<file path="config.mk">
export PLATFORM = sky130hd
export DESIGN_NAME = cmp_timer
export DESIGN_NICKNAME = d
export VERILOG_FILES = /design/src/rtl/cmp_timer.sv
export SDC_FILE = /design/constraint.sdc
export NUM_CORES = 1
export LEC_CHECK = 0
export ABC_AREA = 1
export BUFFER_PORTS_ARGS = -buffer_cell sky130_fd_sc_hd__buf_2
export CELL_PAD_IN_SITES_DETAIL_PLACEMENT = 1
export CELL_PAD_IN_SITES_GLOBAL_PLACEMENT = 1
export CORE_ASPECT_RATIO = 0.6
export CORE_UTILIZATION = 30
export DETAILED_ROUTE_END_ITERATION = 10
export GPL_ROUTABILITY_DRIVEN = 0
export GPL_TIMING_DRIVEN = 0
export MAX_ROUTING_LAYER = met4
export PLACE_DENSITY = 0.61
export SYNTH_ARGS = -nofsm -noshare
export SYNTH_HDL_FRONTEND = slang
export SYNTH_SLANG_ARGS = --single-unit
</file>
<file path="constraint.sdc">
create_clock -name clk -period 1.7 [get_ports clk]
set_input_delay 0.255 -clock clk [delete_from_list [all_inputs] [get_ports clk]]
set_output_delay 0.255 -clock clk [all_outputs]
set_load 0.005 [all_outputs]
</file>
<file path="src/rtl/cmp_timer.sv">
module cmp_timer #(
  parameter int W  = 16,
  parameter int MW = 4
) (
  input  logic         clk,
  input  logic         rst_n,
  input  logic         tick,
  input  logic         wr_en,
  input  logic [2:0]   wr_sel,
  input  logic [W-1:0] wr_data,
  output logic [W-1:0] count,
  output logic         ovf_flag,
  output logic         cmp_flag,
  output logic         wave
);
  localparam logic [W-1:0]  MAXV    = {W{1'b1}};
  localparam logic [MW-1:0] MODE_CA = MW'(4);
  localparam logic [MW-1:0] MODE_CT = MW'(12);

  logic [W-1:0]  cmpa, topr;
  logic [MW-1:0] mode;
  logic [1:0]    omode;

  wire wr_cnt  = wr_en && (wr_sel == 3'd0);
  wire wr_cmpa = wr_en && (wr_sel == 3'd1);
  wire wr_top  = wr_en && (wr_sel == 3'd2);
  wire wr_mode = wr_en && (wr_sel == 3'd3);
  wire wr_om   = wr_en && (wr_sel == 3'd4);
  wire force_s = wr_en && (wr_sel == 3'd5);
  wire clr_s   = wr_en && (wr_sel == 3'd6);

  wire           ctc     = (mode == MODE_CA) || (mode == MODE_CT);
  wire [W-1:0]   top_val = (mode == MODE_CT) ? topr : cmpa;
  wire           adv     = tick && !wr_cnt;
  wire           at_top  = ctc && (count == top_val);
  wire           match   = adv && (count == cmpa);
  wire           roll    = adv && !at_top && (count == MAXV);
  wire           act     = match || force_s;

  logic wave_nx;
  always_comb begin
    case (omode)
      2'd1:    wave_nx = ~wave;
      2'd2:    wave_nx = 1'b0;
      2'd3:    wave_nx = 1'b1;
      default: wave_nx = wave;
    endcase
  end

  always_ff @(posedge clk or negedge rst_n) begin
    if (!rst_n) begin
      count    <= '0;
      cmpa     <= '0;
      topr     <= '0;
      mode     <= '0;
      omode    <= '0;
      ovf_flag <= 1'b0;
      cmp_flag <= 1'b0;
      wave     <= 1'b0;
    end else begin
      if (wr_cnt)       count <= wr_data;
      else if (tick)    count <= at_top ? '0 : count + 1'b1;
      if (wr_cmpa)      cmpa  <= wr_data;
      if (wr_top)       topr  <= wr_data;
      if (wr_mode)      mode  <= wr_data[MW-1:0];
      if (wr_om)        omode <= wr_data[1:0];
      if (act)          wave  <= wave_nx;
      ovf_flag <= roll  || (ovf_flag && !(clr_s && wr_data[0]));
      cmp_flag <= match || (cmp_flag && !(clr_s && wr_data[1]));
    end
  end


  cnt_hold_chk: assert property (@(posedge clk) disable iff (!rst_n)
    (!tick && !wr_cnt) |=> $stable(count));


  ovf_rise_chk: assert property (@(posedge clk) disable iff (!rst_n)
    $rose(ovf_flag) |-> ($past(tick) && $past(count) == MAXV && count == '0));


  top_clear_chk: assert property (@(posedge clk) disable iff (!rst_n)
    (adv && ctc && count == top_val) |=> (count == '0));


  wave_hold_chk: assert property (@(posedge clk) disable iff (!rst_n)
    (!tick && !force_s) |=> $stable(wave));


  force_noflag_chk: assert property (@(posedge clk) disable iff (!rst_n)
    (force_s && !tick && !cmp_flag) |=> !cmp_flag);


  cmp_clear_chk: assert property (@(posedge clk) disable iff (!rst_n)
    (clr_s && wr_data[1] && !match) |=> !cmp_flag);
endmodule

</file>
### Word-level counts from Yosys, hierarchy flattened

Cells that the tools add are included.

| storage, ports and cells | value |
|---|---|
| register bits after elaboration | 57 |
| input port bits | 23 |
| output and inout port bits | 19 |

| cells by class | value |
|---|---|
| add/sub/neg operators | 1 |
| reductions and logical operators | 28 |
| multiplexer cells | 5 |
| eq/ne operators | 14 |
| bitwise gates (word level) | 1 |

Operator list:

| kind | number |
|---|---|
| 2-to-1 mux 16 bit | 4 |
| == test 16 bit | 2 |
| adder 16 x 1 -> 16 bit (second input constant) | 1 |
| == test 16 bit (second input constant) | 1 |
| logical AND 1 bit | 16 |
| == test 3 bit (second input constant) | 3 |
| == test 3 x 2 -> 1 bit (second input constant) | 2 |
| == test 2 bit (second input constant) | 2 |
| == test 4 x 3 -> 1 bit (second input constant) | 1 |
| == test 4 bit (second input constant) | 1 |
| logical NOT 1 bit | 4 |
| logical OR 1 bit | 4 |
| == test 3 x 1 -> 1 bit (second input constant) | 1 |
| logical NOT 3 bit | 1 |
| case mux 1 bit (3 select lines) | 1 |
| nonzero test 3 bit | 1 |
| == test 2 x 1 -> 1 bit (second input constant) | 1 |
| AND reduction 2 bit | 1 |
| nonzero test 2 bit | 1 |
| NOT 1 bit | 1 |

### Depth between registers and ports, before layout

| logic depth | value |
|---|---|
| depth in word-level cells | 8 |
| gate-level depth with buffers | 14 |
| depth with buffers taken out | 13 |

### Worst setup path after synthesis

OpenSTA, ideal clock, no wires.

| timing path | value |
|---|---|
| path type | reg-to-reg |
| from | register mode[1] |
| to | register ovf_flag |
| setup time | 0.120 ns |
| required time | 1.580 ns |
| clock period less this slack | 1.725 ns |
| setup slack | -0.025 ns |
| arrival | 1.604 ns |
| cell stages (with the launch flop) | 13 |
| path through | dfrtp_1 -> nor2_4 -> nand2_4 -> buf_6 -> nand2_1 -> nand2_1 -> nand2_1 -> nand4_1 -> nor2_2 -> nand3_4 -> buf_6 -> nand3_1 -> nand2_1 |

| between the ends | value |
|---|---|
| longest elaborated chain between the ends | 8 |
| elaborated cells between the ends (all ways) | 10 |
| those cells by class | eq/ne (3); mux (1); reduce/logical (6) |

Ends and longest elaborated chain:

| item | RTL line | RTL |
|---|---|---|
| from (decl) | 21 | `logic [MW-1:0] mode;` |
| from (signal assigned) | 65 | `if (wr_mode) mode <= wr_data[MW-1:0];` |
| == test 4 bit | 32, 33 |  |
| 2-to-1 mux 16 bit | 33 | `wire [W-1:0] top_val = (mode == MODE_CT) ? topr : cmpa;` |
| == test 16 bit | 35 | `wire at_top = ctc && (count == top_val);` |
| logical AND 1 bit * | 35 |  |
| logical NOT 1 bit * | 37 | `wire roll = adv && !at_top && (count == MAXV);` |
| logical AND 1 bit * (2 in series) | 37 |  |
| logical OR 1 bit * | 68 | `ovf_flag <= roll \|\| (ovf_flag && !(clr_s && wr_data[0]));` |
| to (signal assigned) | 68 |  |
| to (decl) | 12 | `output logic ovf_flag,` |

Every way passes the cells marked *; elsewhere a longest branch is shown, timed or not.
A chain may end at the register's enable or synchronous reset.

### Worst setup path after layout

| timing path | value |
|---|---|
| from | register mode[1] |
| to | register count[0] |

| between the ends | value |
|---|---|
| longest elaborated chain between the ends | 7 |
| elaborated cells between the ends (all ways) | 9 |
| those cells by class | eq/ne (3); mux (4); reduce/logical (2) |

Ends and longest elaborated chain:

| item | RTL line | RTL |
|---|---|---|
| == test 4 bit | 32, 33 |  |
| 2-to-1 mux 16 bit | 33 |  |
| == test 16 bit | 35 |  |
| logical AND 1 bit * | 35 |  |
| 2-to-1 mux 16 bit * (2 in series) | 62 | `else if (tick) count <= at_top ? '0 : count + 1'b1;` |
| 2-to-1 mux 16 bit * | 61 | `if (wr_cnt) count <= wr_data;` |
| to (signal assigned) | 61 |  |
| to (signal assigned) | 62 |  |
| to (decl) | 11 | `output logic [W-1:0] count,` |

Every way passes the cells marked *; elsewhere a longest branch is shown, timed or not. The select of a mux whose other input is x is not followed.

==> flow_metrics.tcl <==
set metrics [dict create \
    coreArea_mm2 0.01141 \
    fmax_ghz 0.4819 \
    min_period_ns 2.075 \
    syn2layout_area_growth_pct 34.16 \
    antennaDiodeCount 0 \
    yosysSeqAreaShare 0.4018 \
    synth_xor_area_frac 0.04441 \
    synthAdderAreaFrac 0.003525 \
    crit_fanout 6 \
    io_buffers 41 \
    routedWlPerCell_um 18.98 \
    maxSlewHeadroom 0.4493 \
    arrival_ns 2.30 \
    async_flop_share 1.000 \
    critPathRequiredTime_ns 1.93 \
    drv_slew 0 \
    cap_violations 0 \
    cts_root_buffer "clkbuf_16" \
    grt_max_degree 58 \
    cts_buffer_depth 2 \
    grt_pass1_vias 3685 \
    worstMarginPinSlew_ns 0.8261 \
    num_vias 3655 \
    initial_core_util 0.3111 \
    slowest_delay_ns 0.41 \
    cp-start-kind "register" \
    die_area_mm2 0.01229 \
    path_clk_slew_ns 0.05 \
    whs_ns -0.008933 \
    cp_num_buf_inv 3 \
    clkLatencyLatePin_ns 0.35 \
    grt_pass1_wl_um 21850 \
    syn_inst 506 \
    netlist_area_mm2 0.003550 \
    drt_iter0_markers 269 \
    htreeDepth 3 \
    ir_worst_vdd_uv 552.9 \
    cp_top_family "simple AND/OR/NAND/NOR gates" \
    p_total_uw 6127 \
    grtUsageMet3 0.04751 \
    fin_nets 595 \
    track_usage 0.2542 \
    synth_compound_area_frac 0.1089 \
    hold_class "input pin to asynchronous set/reset pin" \
    cts_made_buffers 9 \
    die_h_um 86.26 \
    grt-busiest-layer "met1" \
    synth_warnings 0 \
    hold_viol 18 \
    fin_ws_ns -0.3751 \
    cts_tree "done" \
    syn_nets 530 \
    powerDensity_mw_per_mm2 1287 \
    synth_edf_count 0 \
    use_met2 0.3516 \
    routed_wl_um 13970 \
    stdcell_count 736 \
    dp_hpwl_um 9675 \
    drtPass1Iterations 4 \
    drtAntennaViolNets 0 \
    fp.dieW_um 142.4 \
    synth.distinct_cells 30 \
    cp_slowest_cell "dfrtp_1" \
    ys.flop_type "dfrtp_1" \
    antenna_found_initial 0 \
    leakage_uw 0.002396 \
    cts.sinks 57 \
    critPathCaptureType "register" \
    violations "negative hold slack, negative setup slack" \
    syn_area_per_cell_um2 7.015 \
    worstSetupPathType "register to register" \
    finClkSkew_ns 0.007897 \
    synth-simple-area-share 0.3236 \
    synth.ff_latch_count 57 \
    drive_gt1_frac 0.2326 \
    cp_cell_sequence "nor2_4 > buf_12 > nand2_8 > buf_12 > nand2_2 > nand2_1 > nand2_1 > nand4_1 > nor2_4 > nand3_4 > buf_8 > nand3_2 > nand2_1" \
    setup_violations 17 \
    pin_count 42 \
    synthMuxAreaShare 0 \
    use_met1 0.3745 \
    crit_path_frequent_cell "nand2_1" \
    synth_top_family_by_area "simple AND/OR/NAND/NOR gates" \
    drc 0 \
    rsz0062_at_grt "true" \
    gr-total-overflow 0 \
    placed_cells 707 \
    status "complete, but fails checks" \
    core.rowCount 30 \
    vias_per_cell 4.966 \
    period_share 1.221 \
]
-- where the power goes --
group          internal [µW]  switching (µW)  total [µW]
Sequential              1640             349        1990
Combinational            787            1200        1980
Clock                   1470             688        2160
Total                   3890            2240        6130
-- cells by family (layout without fill, tap and decap cells) --
| logic type | count (synthesis) | in the layout |
|---|---|---|
| buf+inv | 102 | 171 |
| simple gates | 258 | 259 |
| flops | 57 | 57 |
| xor+xnor | 18 | 18 |
| fa+ha+maj | 1 | 1 |
| compound gates | 70 | 70 |
-- what timing repair did --
action / CTS / global route
buffers inserted: 10 / 1
cloned: 5 / 0
setup endpoints to repair: 18 / 18
resized for setup: 44 / 20
pin swaps: 17 / 16
hold buffers: 0 / 0
-- per-stage QoR --
step           worst slack (ns)  TNS [ns]  cell area, µm²    util
6_report                -0.3751    -5.988            4762  0.4173
3_5_place_dp            -0.6512    -9.647            3958  0.3468
4_1_cts                 -0.3061    -4.990            4672  0.4094
3_3_place_gp            -0.5944    -8.876            3958  0.3468
5_1_grt                 -0.4577    -7.588            4762  0.4173
2_1_floorplan          -0.02349   -0.1344            3552       -
-- synthesized netlist by cell type, types with 5 or more instances --
| master | number | area [µm²] |
|---|---|---|
| clkbuf_1 | 11 | 41.29 |
| dfrtp_1 | 57 | 1426 |
| inv_1 | 82 | 307.8 |
| nand2_1 | 152 | 570.6 |
| nand3_1 | 51 | 255.2 |
| nand3_2 | 5 | 50.05 |
| nand4_1 | 6 | 37.54 |
| nor2_1 | 23 | 86.33 |
| nor3_1 | 5 | 25.02 |
| o21ai_0 | 46 | 230.2 |
| o22ai_1 | 19 | 118.9 |
| xor2_1 | 15 | 131.4 |
-- path summary, 6_finish.rpt --
path	startpoint	endpoint	slack, ns	cells past startpoint
hold reg to reg	topr[1]	topr[1]	0.48	2
setup reg to reg	mode[1]	count[0]	-0.38	13
min in group clk	wr_data[13]	topr[13]	0.21	3
hold / removal	rst_n	omode[1]	-0.009	1
max in group asynchronous	rst_n	count[3]	1.17	1
setup / recovery	mode[1]	count[0]	-0.38	13
-- flip-flops by register name (all words and copies together) (netlist names) --
name,flops
omode,2
topr,16
ovf_flag,1
mode,4
cmp_flag,1
count,16
wave,1
cmpa,16
-- routing by layer --
| metal | wire length (µm) | vias to the layer above |
|---|---|---|
| li1 | - | 1747 |
| met1 | 7177 | 1813 |
| met2 | 5835 | 79 |
| met3 | 820 | 16 |
| met4 | 134 | 0 |
| met5 | 0 | - |
-- cell type report --
type	instances	area, µm²
clock buffers	11	242.7
well taps	160	200.2
flip-flops and latches	57	1428
fillers	1449	6649
clock inverters	5	102.6
plain buffers	14	102.6
inverters	85	326.6
repair buffers	56	444.2
multi-input cells	348	1916
-- cells in the final DEF (no fill, tap or decap), types with 2 or more instances in the layout --
master,instances
bufinv_16,3
o22ai_1,19
nor2_1,19
nand3_1,37
nand3_4,5
buf_4,7
nor4_1,2
clkbuf_16,9
xor2_1,15
buf_16,4
buf_6,3
dfrtp_1,56
buf_12,4
nand2_1,138
nor3_1,4
nor2_2,4
nand2_4,2
clkbuf_1,9
nand3_2,15
o211ai_1,2
buf_8,2
buf_2,41
nand3b_1,2
o21ai_0,46
nand2_2,17
xnor2_1,2
nand4_1,6
o21ai_2,2
inv_1,82
nor2_4,4
-- worst register-to-register path, cell delays in order (launching register included) --
cell,delay [ns]
dfrtp_1,0.41
nor2_4,0.14
buf_12,0.16
nand2_8,0.11
buf_12,0.16
nand2_2,0.06
nand2_1,0.07
nand2_1,0.09
nand4_1,0.15
nor2_4,0.14
nand3_4,0.15
buf_8,0.19
nand3_2,0.06
nand2_1,0.07
No activity file was read; power rests on OpenSTA's default activity.
